File: config.mk
export PLATFORM = sky130hd
export DESIGN_NAME = first_hit_ser
export DESIGN_NICKNAME = d
export VERILOG_FILES = /design/src/rtl/fhs_pkg.sv /design/src/rtl/fhs_hit_edge.sv /design/src/rtl/fhs_prio_enc.sv /design/src/rtl/fhs_frame_fsm.sv /design/src/rtl/first_hit_ser.sv
export SDC_FILE = /design/constraint.sdc
export NUM_CORES = 1
export LEC_CHECK = 0
export BUFFER_PORTS_ARGS = -buffer_cell sky130_fd_sc_hd__buf_2
export CORE_UTILIZATION = 35
export DETAILED_ROUTE_END_ITERATION = 8
export GPL_TIMING_DRIVEN = 0
export HOLD_SLACK_MARGIN = 0.03
export SLEW_MARGIN = 25
export SYNTH_ARGS = -nofsm -noshare
export SYNTH_HDL_FRONTEND = slang
export SYNTH_SLANG_ARGS = --single-unit
File: constraint.sdc
create_clock -name clk -period 1.5 [get_ports clk]
set_input_delay 0.225 -clock clk [delete_from_list [all_inputs] [get_ports clk]]
set_output_delay 0.225 -clock clk [all_outputs]
set_load 0.01 [all_outputs]
File: src/rtl/fhs_pkg.sv
package fhs_pkg;

    typedef enum logic [1:0] {
        ST_IDLE  = 2'd0,
        ST_FLAG  = 2'd1,
        ST_SEND  = 2'd2,
        ST_REARM = 2'd3
    } fhs_state_e;

endpackage

File: src/rtl/fhs_hit_edge.sv
module fhs_hit_edge #(
    parameter int N_CH = 64
) (
    input  logic            clk,
    input  logic            rst_n,
    input  logic [N_CH-1:0] hit_i,
    output logic [N_CH-1:0] rise_o
);

    logic [N_CH-1:0] prev_q;

    always_ff @(posedge clk or negedge rst_n) begin
        if (!rst_n) begin
            prev_q <= '0;
        end else begin
            prev_q <= hit_i;
        end
    end

    // per-channel rising-edge detect
    for (genvar g = 0; g < N_CH; g++) begin : g_edge
        assign rise_o[g] = hit_i[g] & ~prev_q[g];
    end

endmodule

File: src/rtl/fhs_prio_enc.sv
module fhs_prio_enc #(
    parameter int N_CH   = 64,
    parameter int ADDR_W = $clog2(N_CH)
) (
    input  logic [N_CH-1:0]   req_i,
    output logic              any_o,
    output logic [ADDR_W-1:0] idx_o
);

    assign any_o = |req_i;

    // scan from the top so the lowest set index is the last one written
    always_comb begin
        idx_o = '0;
        for (int i = N_CH - 1; i >= 0; i--) begin
            if (req_i[i]) begin
                idx_o = ADDR_W'(i);
            end
        end
    end

endmodule

File: src/rtl/fhs_frame_fsm.sv
module fhs_frame_fsm
    import fhs_pkg::*;
#(
    parameter int ADDR_W    = 6,
    parameter int REARM_CYC = 2
) (
    input  logic              clk,
    input  logic              rst_n,
    input  logic              start_i,
    input  logic [ADDR_W-1:0] addr_i,
    output logic              ser_o,
    output logic              busy_o
);

    localparam int CNT_W = $clog2(ADDR_W + REARM_CYC + 1);

    fhs_state_e        state_q, state_d;
    logic [ADDR_W-1:0] addr_q, addr_d;
    logic [CNT_W-1:0]  cnt_q, cnt_d;

    // next-state logic
    always_comb begin
        state_d = state_q;
        addr_d  = addr_q;
        cnt_d   = cnt_q;
        unique case (state_q)
            ST_IDLE: begin
                if (start_i) begin
                    state_d = ST_FLAG;
                    addr_d  = addr_i;
                end
            end
            ST_FLAG: begin
                state_d = ST_SEND;
                cnt_d   = CNT_W'(ADDR_W - 1);
            end
            ST_SEND: begin
                if (cnt_q == '0) begin
                    state_d = ST_REARM;
                    cnt_d   = CNT_W'(REARM_CYC - 1);
                end else begin
                    cnt_d = cnt_q - 1'b1;
                end
            end
            ST_REARM: begin
                if (cnt_q == '0) begin
                    state_d = ST_IDLE;
                end else begin
                    cnt_d = cnt_q - 1'b1;
                end
            end
            default: state_d = ST_IDLE;
        endcase
    end

    // state register
    always_ff @(posedge clk or negedge rst_n) begin
        if (!rst_n) begin
            state_q <= ST_IDLE;
            addr_q  <= '0;
            cnt_q   <= '0;
        end else begin
            state_q <= state_d;
            addr_q  <= addr_d;
            cnt_q   <= cnt_d;
        end
    end

    // outputs
    always_comb begin
        ser_o  = 1'b0;
        busy_o = 1'b1;
        unique case (state_q)
            ST_IDLE:  busy_o = 1'b0;
            ST_FLAG:  ser_o  = 1'b1;
            ST_SEND:  ser_o  = addr_q[cnt_q[$clog2(ADDR_W)-1:0]];
            ST_REARM: ser_o  = 1'b0;
            default:  busy_o = 1'b0;
        endcase
    end

    // an accepted start leads to the marker state
    a_r1_start_to_flag: assert property (@(posedge clk) disable iff (!rst_n)
        (state_q == ST_IDLE && start_i) |=> (state_q == ST_FLAG));

    // the latched address does not move while a frame is in flight
    a_r6_addr_held: assert property (@(posedge clk) disable iff (!rst_n)
        (state_q != ST_IDLE && state_q != ST_REARM) |=> $stable(addr_q));

    // a frame in progress never drops straight back to idle from send
    a_r10_no_skip_gap: assert property (@(posedge clk) disable iff (!rst_n)
        (state_q == ST_SEND) |=> (state_q == ST_SEND || state_q == ST_REARM));

endmodule

File: src/rtl/first_hit_ser.sv
module first_hit_ser #(
    parameter int N_CH      = 64,
    parameter int REARM_CYC = 2
) (
    input  logic            clk,
    input  logic            rst_n,
    input  logic [N_CH-1:0] hit_i,
    output logic            ser_o,
    output logic            busy_o
);

    localparam int ADDR_W = $clog2(N_CH);

    logic [N_CH-1:0]   rise;
    logic              rise_any;
    logic [ADDR_W-1:0] rise_idx;

    fhs_hit_edge #(.N_CH(N_CH)) u_edge (
        .clk    (clk),
        .rst_n  (rst_n),
        .hit_i  (hit_i),
        .rise_o (rise)
    );

    fhs_prio_enc #(.N_CH(N_CH), .ADDR_W(ADDR_W)) u_prio (
        .req_i (rise),
        .any_o (rise_any),
        .idx_o (rise_idx)
    );

    fhs_frame_fsm #(.ADDR_W(ADDR_W), .REARM_CYC(REARM_CYC)) u_fsm (
        .clk     (clk),
        .rst_n   (rst_n),
        .start_i (rise_any),
        .addr_i  (rise_idx),
        .ser_o   (ser_o),
        .busy_o  (busy_o)
    );

    // the chosen index is a requesting channel
    a_r2_winner_requests: assert property (@(posedge clk) disable iff (!rst_n)
        rise_any |-> rise[rise_idx]);

    // no requesting channel lies below the chosen index
    a_r2_none_below: assert property (@(posedge clk) disable iff (!rst_n)
        rise_any |-> ((rise & ((N_CH'(1) << rise_idx) - N_CH'(1))) == '0));

    // the first busy cycle carries the marker bit
    a_r3_flag_first: assert property (@(posedge clk) disable iff (!rst_n)
        $rose(busy_o) |-> ser_o);

    // the line is low while idle
    a_r5_idle_low: assert property (@(posedge clk) disable iff (!rst_n)
        !busy_o |-> !ser_o);

    // the two cycles before busy drops are quiet
    a_r7_rearm_quiet: assert property (@(posedge clk) disable iff (!rst_n)
        $fell(busy_o) |-> (!$past(ser_o, 1) && !$past(ser_o, 2)));

endmodule

==> run_results.csv, run 1 <==
group,metric,value,unit
die,die_area,11200,sq um
worst_setup_path,critical-path-max-stage-delay,480,ps
worst_setup_path,timing.critical_path.max_delay_family,"multiplexers",
synth,ys_seq_area_frac,0.502,
synth,ys.flop_type,"dfrtp_1",
global_routing,initial_antenna_violation_count,0,
worst_setup_path,rr_startpoint,"u_edge.prev_q[53]$_DFF_PN0_",
global_routing,first_global_vias,3226,
run,drv.max_cap_violation_count,0,
worst_setup_path,startpoint,"u_fsm.addr_q[5]$_DFFE_PN0P_",
synth,syn_area,3790,sq um
worst_setup_path,worst-r2r-setup-slack,-400,ps
sta,fin_crit,1980,ps
worst_setup_path,cp-start-kind,"flip-flop",
global_routing,grt_max_degree,40,
synth,yosys.cell_types.count,57,
placed_design,dp_slack,-556,ps
run_status,result_of_the_run,"finished, violations left",
sta,slew_headroom,0.660,
final_layout,post_route_cells_drive_above_1_share,0.368,
synth,syn_avg_cell_area,11.0,sq um
drt,route.final.wire_length,8980,um
die,die_x,106,um
sta,grt_setup_unrepaired,"true",
sta,worst_pin_slew,510,ps
final_layout,numnets_final,572,
synth,synth.top_cell.area_share,0.502,
hold_path,hold_path.class,"in -> reg",
worst_setup_path,critical_path.endpoint_type,"output port",
synth,synth_top_area_cell,"dfrtp_1",
clocking,cts-root-to-sink-buffers,2,
clocking,clk_latency,360,ps
die,die_height,106,um
clocking,clkTransAtPathRegs,80,ps
clocking,cts.sink_count,76,
synth,synth.ff_latch_count,76,
clocking,htree_levels,3,
hold_path,hold_start,"hit_i[20]",
global_routing,grt_pass1_wl,15000,um
worst_setup_path,timing.critical_path.cells,"mux4_2 > nand2_2 > o31ai_4 > a21oi_2 > nor2b_1 > buf_2",
run_status,violations_in_the_final_reports,"setup timing",
die,top_level_ports,68,
drt,vias,3162,
worst_setup_path,cp_num_buf_inv,1,
worst_setup_path,timing_worst_setup_path_type,"reg -> out",
worst_setup_path,cp.required,1270,ps
synth,syn-instance-count,344,
clocking,tritoncts,"done",
global_routing,groute.usage.overall,0.168,
synth,yosys_warnings,0,
synth,async_flop_share,1.00,
power_and_ir_drop,report.power.total,4800,uW
clocking,cts_root_buf,"clkbuf_8",
placed_design,hpwlAfterDp,6130,um
sta,slew_violations,0,
worst_setup_path,cpMaxStageDelayCell,"mux4_2",
drt,via_per_inst,4.93,
sta,fin_worst_skew,10.7,ps
sta,postLayoutSetupSlackWorst,-478,ps
final_layout,num_antenna_cells,0,
final_layout,synthToLayoutAreaGrowth,47.5,%
sta,setup_viol,9,
drt,drt_drc_violations_left,0,
clocking,tritoncts.num_buffers,9,
synth,synth_edf_count,0,
synth,synth.net_count,416,
drt,postRouteAntennaNets,0,
drt,dr.pass1.iters,4,
sta,setup_tns,-2790,ps
synth,synthTopCellsByArea,"dfrtp_1, nand2b_1, nand2b_4, nand2b_2, nand2_1",
worst_setup_path,critical_path_peak_fanout,2,
die,initial_core_util,0.364,
global_routing,global_route.overflow_total,0,
sta,timing_hold_violations_final,0,
sta,final.period_utilization,1.32,
drt,routed_wire_length_per_instance,14.0,um
drt,violation_count_after_the_first_detailed_routing_iteration,140,
placed_design,gp_routability_congestion,0.764,
power_and_ir_drop,power.density_cell_area,859,nW/um^2
power_and_ir_drop,vdd_drop_max,0.000441,V
worst_setup_path,critical_path_arrival,1750,ps
placed_design,port_buffers,67,
die,floorplan.rows,37,
sta,timing.fmax,506,MHz
power_and_ir_drop,static-leakage-power,0.00249,uW
die,core_region_area,10400,sq um
[routing by layer]
metal  up-vias  share of wire  GRT usage
met5         -              0          0
met4         0          0.013     0.0575
met3         9          0.030     0.0331
met2        58           0.48      0.275
met1      1546           0.47      0.223
li1       1549              -          -
[state kept, by name, indices dropped and copies added, names as in the netlist]
signal         flops
u_edge.prev_q     64
u_fsm.cnt_q        4
u_fsm.addr_q       6
u_fsm.state_q      2
[worst paths after layout]
check | endpoint | depth (start not counted)
setup / recovery | ser_o | 6
min in group asynchronous | u_edge.prev_q[48]$_DFF_PN0_ | 2
hold reg to reg | u_fsm.addr_q[2]$_DFFE_PN0P_ | 2
setup reg to reg | u_fsm.addr_q[3]$_DFFE_PN0P_ | 7
max in group asynchronous | u_fsm.addr_q[0]$_DFFE_PN0P_ | 3
hold / removal | u_edge.prev_q[20]$_DFF_PN0_ | 1
[kinds of logic after synthesis]
logic type	Yosys count	synth area share
AO/OA/AOI/OAI	80	0.144
multiplexers	2	0.00858
AND/OR/NAND/NOR	164	0.309
buffers and inverters	16	0.0162
flip-flops	76	0.502
adder cells (fa/ha/maj)	6	0.0198
[worst reg2reg max path, cell delays in order, from the launching register on]
cell      delay [ps]
dfrtp_1          360
nand2b_4         130
nand4_1          140
buf_4            170
o311a_1          340
o31ai_2          200
a211oi_1         110
o41ai_1          330
[Yosys cell counts (3+ instances only)]
library cell,n
a21oi_1,21
a31oi_1,7
and2b_1,5
dfrtp_1,76
ha_1,6
inv_1,14
nand2_1,31
nand2b_1,32
nand2b_2,15
nand2b_4,12
nand3_1,10
nand4_1,9
nand4_2,4
nor2_1,8
nor2b_1,15
nor3_1,4
nor4_1,3
o211ai_1,6
o21ai_0,15
o21ai_1,4
o31ai_1,3
[through the flow]
| step | cells | utilization | hold WS [ps] | cell area [sq um] |
|---|---|---|---|---|
| global placement | 547 | 0.416 | 349 | 4330 |
| detailed placement | 548 | 0.418 | 235 | 4360 |
| finish | 641 | 0.537 | 33.8 | 5590 |
| floorplan | 344 | - | -70.6 | 3830 |
| global route | 641 | 0.537 | 32.2 | 5590 |
| CTS | 627 | 0.509 | 30.6 | 5300 |
[power breakdown]
group	internal, uW	switching [uW]
registers	2140	36.3
logic	422	400
clock network	983	818
total	3550	1250
[placed cells by master (no fill, tap or decap), types with 3 or more instances in the layout]
cell,instances
a21oi_1,16
a21oi_2,5
a31oi_1,7
and2b_1,5
buf_2,65
buf_4,15
buf_6,3
clkbuf_8,10
dfrtp_1,76
dlygate4sd3_1,63
ha_4,4
inv_1,9
inv_2,3
nand2_1,29
nand2_2,3
nand2b_1,20
nand2b_2,18
nand2b_4,21
nand3_1,10
nand4_1,9
nand4_2,3
nand4_4,3
nor2_1,8
nor2b_1,14
nor3_1,3
nor4_1,3
nor4_4,3
o211ai_1,6
o21ai_0,14
o21ai_1,5
[cell type report]
class                   count  area [sq um]
well taps                 136           170
inverters                  14          57.6
repair buffers            147          1120
multi-input cells         252          2120
fillers                   938          4820
clock inverters             6          86.3
clock buffers              10           138
flip-flops and latches     76          1900
[repair_timing]
action / in CTS / in global routing
buffers inserted: 6 / 10
hold buffers: 59 / 4
endpoints found under the setup margin: 12 / 13
pin swaps: 12 / 18
hold endpoints to repair: 96 / 4
gates resized for setup: 22 / 33
Note: power is estimated with default switching activity, not from simulation.
==> run 2, diff against run 1 <==
SYNTH_HIERARCHICAL = 1   (was default)
clock period = 2.3 ns   (was 1.5 ns; I/O delays follow)
==> run 2 against run 1 <==
- the run still ends with setup timing left
- core utilization decreased by 10 points
- combinational power decreased by 48%
- clock-buffer cell count did not move
- clock skew is 6.2 ps lower
- wire length fell by 7.6%
- sequential share of layout area rose by 4.4 points
- flip-flop and latch count did not move
- clock power is 23% lower
- first-iteration DRC count is 9.3% lower
- synthesized cell count fell by 2.6%
- register-to-register slack better by 370 ps
- cell area fell by 12%
==> run_results.csv, run 2 <==
group,metric,value,unit
sta,grt_setup_unrepaired,"true",
clocking,htree_levels,3,
power_and_ir_drop,sequentialPowerShare,0.446,
synth,synth.top_cell.area_share,0.466,
global_routing,first_global_vias,2812,
die,floorplan.rows,39,
placed_design,placed_cells,546,
drt,violation_count_after_the_first_detailed_routing_iteration,127,
final_layout,largest-register,"u_edge/prev_q",
drt,routed_wire_length_per_instance,14.7,um
global_routing,grt_pass1_wl,13700,um
synth,synth.ff_latch_count,76,
run,drv.max_cap_violation_count,0,
worst_setup_path,timing_worst_setup_path_type,"reg -> reg",
clocking,cts.sink_count,76,
synth,syn_avg_cell_area,12.2,sq um
final_layout,synthToLayoutAreaGrowth,21.2,%
worst_setup_path,timing.critical_path.max_delay_family,"simple AND/OR/NAND/NOR gates",
final_layout,largest_registers,"u_edge/prev_q (64), u_fsm/addr_q (6), u_fsm/cnt_q (4)",
synth,synth_most_common_cell,"dfrtp_1",
synth,yosys_warnings,6,
die,die_x,110,um
final_layout,most-common-layout-cells,"dfrtp_1, buf_2, nor2b_4, nor2_1",
placed_design,gp_routability_congestion,0.759,
global_routing,global_route.overflow_total,0,
power_and_ir_drop,p_int,2480,uW
synth,yosys.cell_types.count,54,
final_layout,post_route_cells_drive_above_1_share,0.409,
worst_setup_path,worstSetupEndpoint,"u_fsm/addr_q[3]$_DFFE_PN0P_",
worst_setup_path,cp.required,2510,ps
final_layout,numnets_final,489,
worst_setup_path,critical-path-max-stage-delay,550,ps
sta,final.period_utilization,1.01,
worst_setup_path,rr_startpoint,"u_edge/prev_q[62]$_DFF_PN0_",
drt,postRouteAntennaNets,0,
drt,drt_drc_violations_left,0,
worst_setup_path,critical_path_arrival,2540,ps
synth,syn_area,4080,sq um
drt,dr.pass1.iters,4,
hold_path,hold_start,"hit_i[35]",
die,die_area,12100,sq um
sta,setup_viol,4,
worst_setup_path,startpoint,"u_edge/prev_q[62]$_DFF_PN0_",
clocking,clkTransAtPathRegs,60,ps
power_and_ir_drop,static-leakage-power,0.00225,uW
synth,ys_seq_area_frac,0.466,
drt,route.final.wire_length,8290,um
final_layout,largest_reg_flops,64,
placed_design,hpwlAfterDp,6300,um
final_layout,mostFrequentLayoutCell,"dfrtp_1",
worst_setup_path,worst-r2r-setup-slack,-30,ps
clocking,tritoncts,"done",
synth,synth_top_area_cell,"dfrtp_1",
sta,timing.fmax,429,MHz
synth,synth.top_cells.by_count,"dfrtp_1, nor2b_4, nor2_1",
power_and_ir_drop,combPwrFrac,0.131,
worst_setup_path,cp_num_buf_inv,0,
global_routing,grt_max_degree,41,
sta,setup_tns,-54.8,ps
worst_setup_path,critical_path.endpoint_type,"flip-flop",
sta,fin_crit,2330,ps
hold_path,hold_path.class,"in -> reg",
clocking,cts_root_buf,"clkbuf_16",
worst_setup_path,cp.depth,8,
power_and_ir_drop,power_switching_share,0.238,
drt,vias,2750,
sta,slew_headroom,0.638,
synth,syn-instance-count,335,
synth,synth_edf_count,0,
sta,timing.hold.ws,132,ps
power_and_ir_drop,vdd_drop_max,0.000453,V
synth,async_flop_share,1.00,
synth,synth.net_count,407,
worst_setup_path,timing.critical_path.cells,"nor2b_4 > or4_4 > nor4b_4 > nand3_2 > nor2_2 > nand3b_1 > nand2_2 > mux2_2",
run_status,violations_in_the_final_reports,"setup timing",
final_layout,final_cells,564,
sta,postLayoutSetupSlackWorst,-30.1,ps
die,die_height,110,um
run_status,result_of_the_run,"finished, violations left",
die,top_level_ports,68,
worst_setup_path,critical_path_peak_fanout,6,
clocking,tritoncts.num_buffers,9,
power_and_ir_drop,p_sw,775,uW
sta,worst_pin_slew,544,ps
global_routing,groute.usage.overall,0.151,
drt,via_per_inst,4.88,
sta,fin_worst_skew,4.54,ps
worst_setup_path,cpMaxStageDelayCell,"or4_4",
die,initial_core_util,0.359,
global_routing,initial_antenna_violation_count,0,
sta,slew_violations,0,
clocking,cts-root-to-sink-buffers,2,
worst_setup_path,reg2regPathDepth,8,
die,core_region_area,11400,sq um
power_and_ir_drop,power.density_cell_area,659,nW/um^2
synth,synthTopCellsByArea,"dfrtp_1, nor2b_4, mux2_2, nor4_1, nor2_1",
sta,timing_hold_violations_final,0,
worst_setup_path,cp-start-kind,"flip-flop",
worst_setup_path,r2r_end,"u_fsm/addr_q[3]$_DFFE_PN0P_",
clocking,clk_latency,330,ps
placed_design,port_buffers,67,
synth,ys.flop_type,"dfrtp_1",
final_layout,num_antenna_cells,0,
power_and_ir_drop,power.clock.fraction,0.423,
==> run 2: worst min-delay path by stage <==
stage / end / depth (start not counted)
global route: u_edge/prev_q[6]$_DFF_PN0_ / 1
finish: u_edge/prev_q[35]$_DFF_PN0_ / 1
floorplan: u_edge/prev_q[0]$_DFF_PN0_ / 0
detailed placement: u_edge/prev_q[12]$_DFF_PN0_ / 1
global placement: u_edge/prev_q[12]$_DFF_PN0_ / 1
CTS: u_edge/prev_q[6]$_DFF_PN0_ / 1
==> run 2: per-layer routing <==
layer | vias to the layer above | share of wire | global-route usage | wire (um)
li1 | 1362 | - | - | -
met1 | 1318 | 0.47 | 0.193 | 3900
met2 | 62 | 0.47 | 0.242 | 3900
met3 | 8 | 0.050 | 0.0447 | 418
met4 | 0 | 0.0099 | 0.0543 | 82
met5 | - | 0 | 0 | 0
==> run 2: timing repair <==
action / in CTS / in global routing
hold endpoints to repair: 39 / 0
setup endpoints to repair: 7 / 8
gates resized for setup: 4 / 0
pin swaps: 3 / 1
setup buffers: 1 / 1
hold buffers: 1 / 0
==> run 2: cell families (layout without fill, tap and decap cells) <==
group	count (synthesis)	in the layout	synth area share
AO/OA/AOI/OAI	62	62	0.108
flip-flops	76	76	0.466
XOR/XNOR	1	1	0.00215
adder cells (fa/ha/maj)	6	6	0.0184
multiplexers	11	11	0.0310
AND/OR/NAND/NOR	162	162	0.359
buffers and inverters	17	103	0.0159
==> run 2: power by group through the flow <==
stage | Sequential, uW | Clock, uW | Combinational (uW)
after detailed placement | 1480 | 0 | 421
after global routing | 1460 | 1480 | 475
after CTS | 1450 | 1430 | 432
after floorplan | 1470 | 0 | 267
after global placement | 1480 | 0 | 412
final | 1450 | 1380 | 428
==> run 2: stage by stage <==
step / power, uW / area (sq um) / util / setup slack (ps)
after floorplan: 1740 / 4080 / - / 26.0
after global placement: 1890 / 4600 / 0.404 / -278
after detailed placement: 1900 / 4620 / 0.406 / -320
after CTS: 3310 / 4940 / 0.435 / -49.0
after global routing: 3410 / 4950 / 0.435 / -145
final: 3260 / 4950 / 0.435 / -30.1
==> run 2: area by class of cell <==
type	count	area, sq um
buffer	1	5.00
fill	1053	6420
sequential	76	1900
clock inverter	5	52.6
tap	143	179
multi-input combinational	242	2130
timing repair buffer	71	383
clock buffer	10	239
inverter	16	60.1
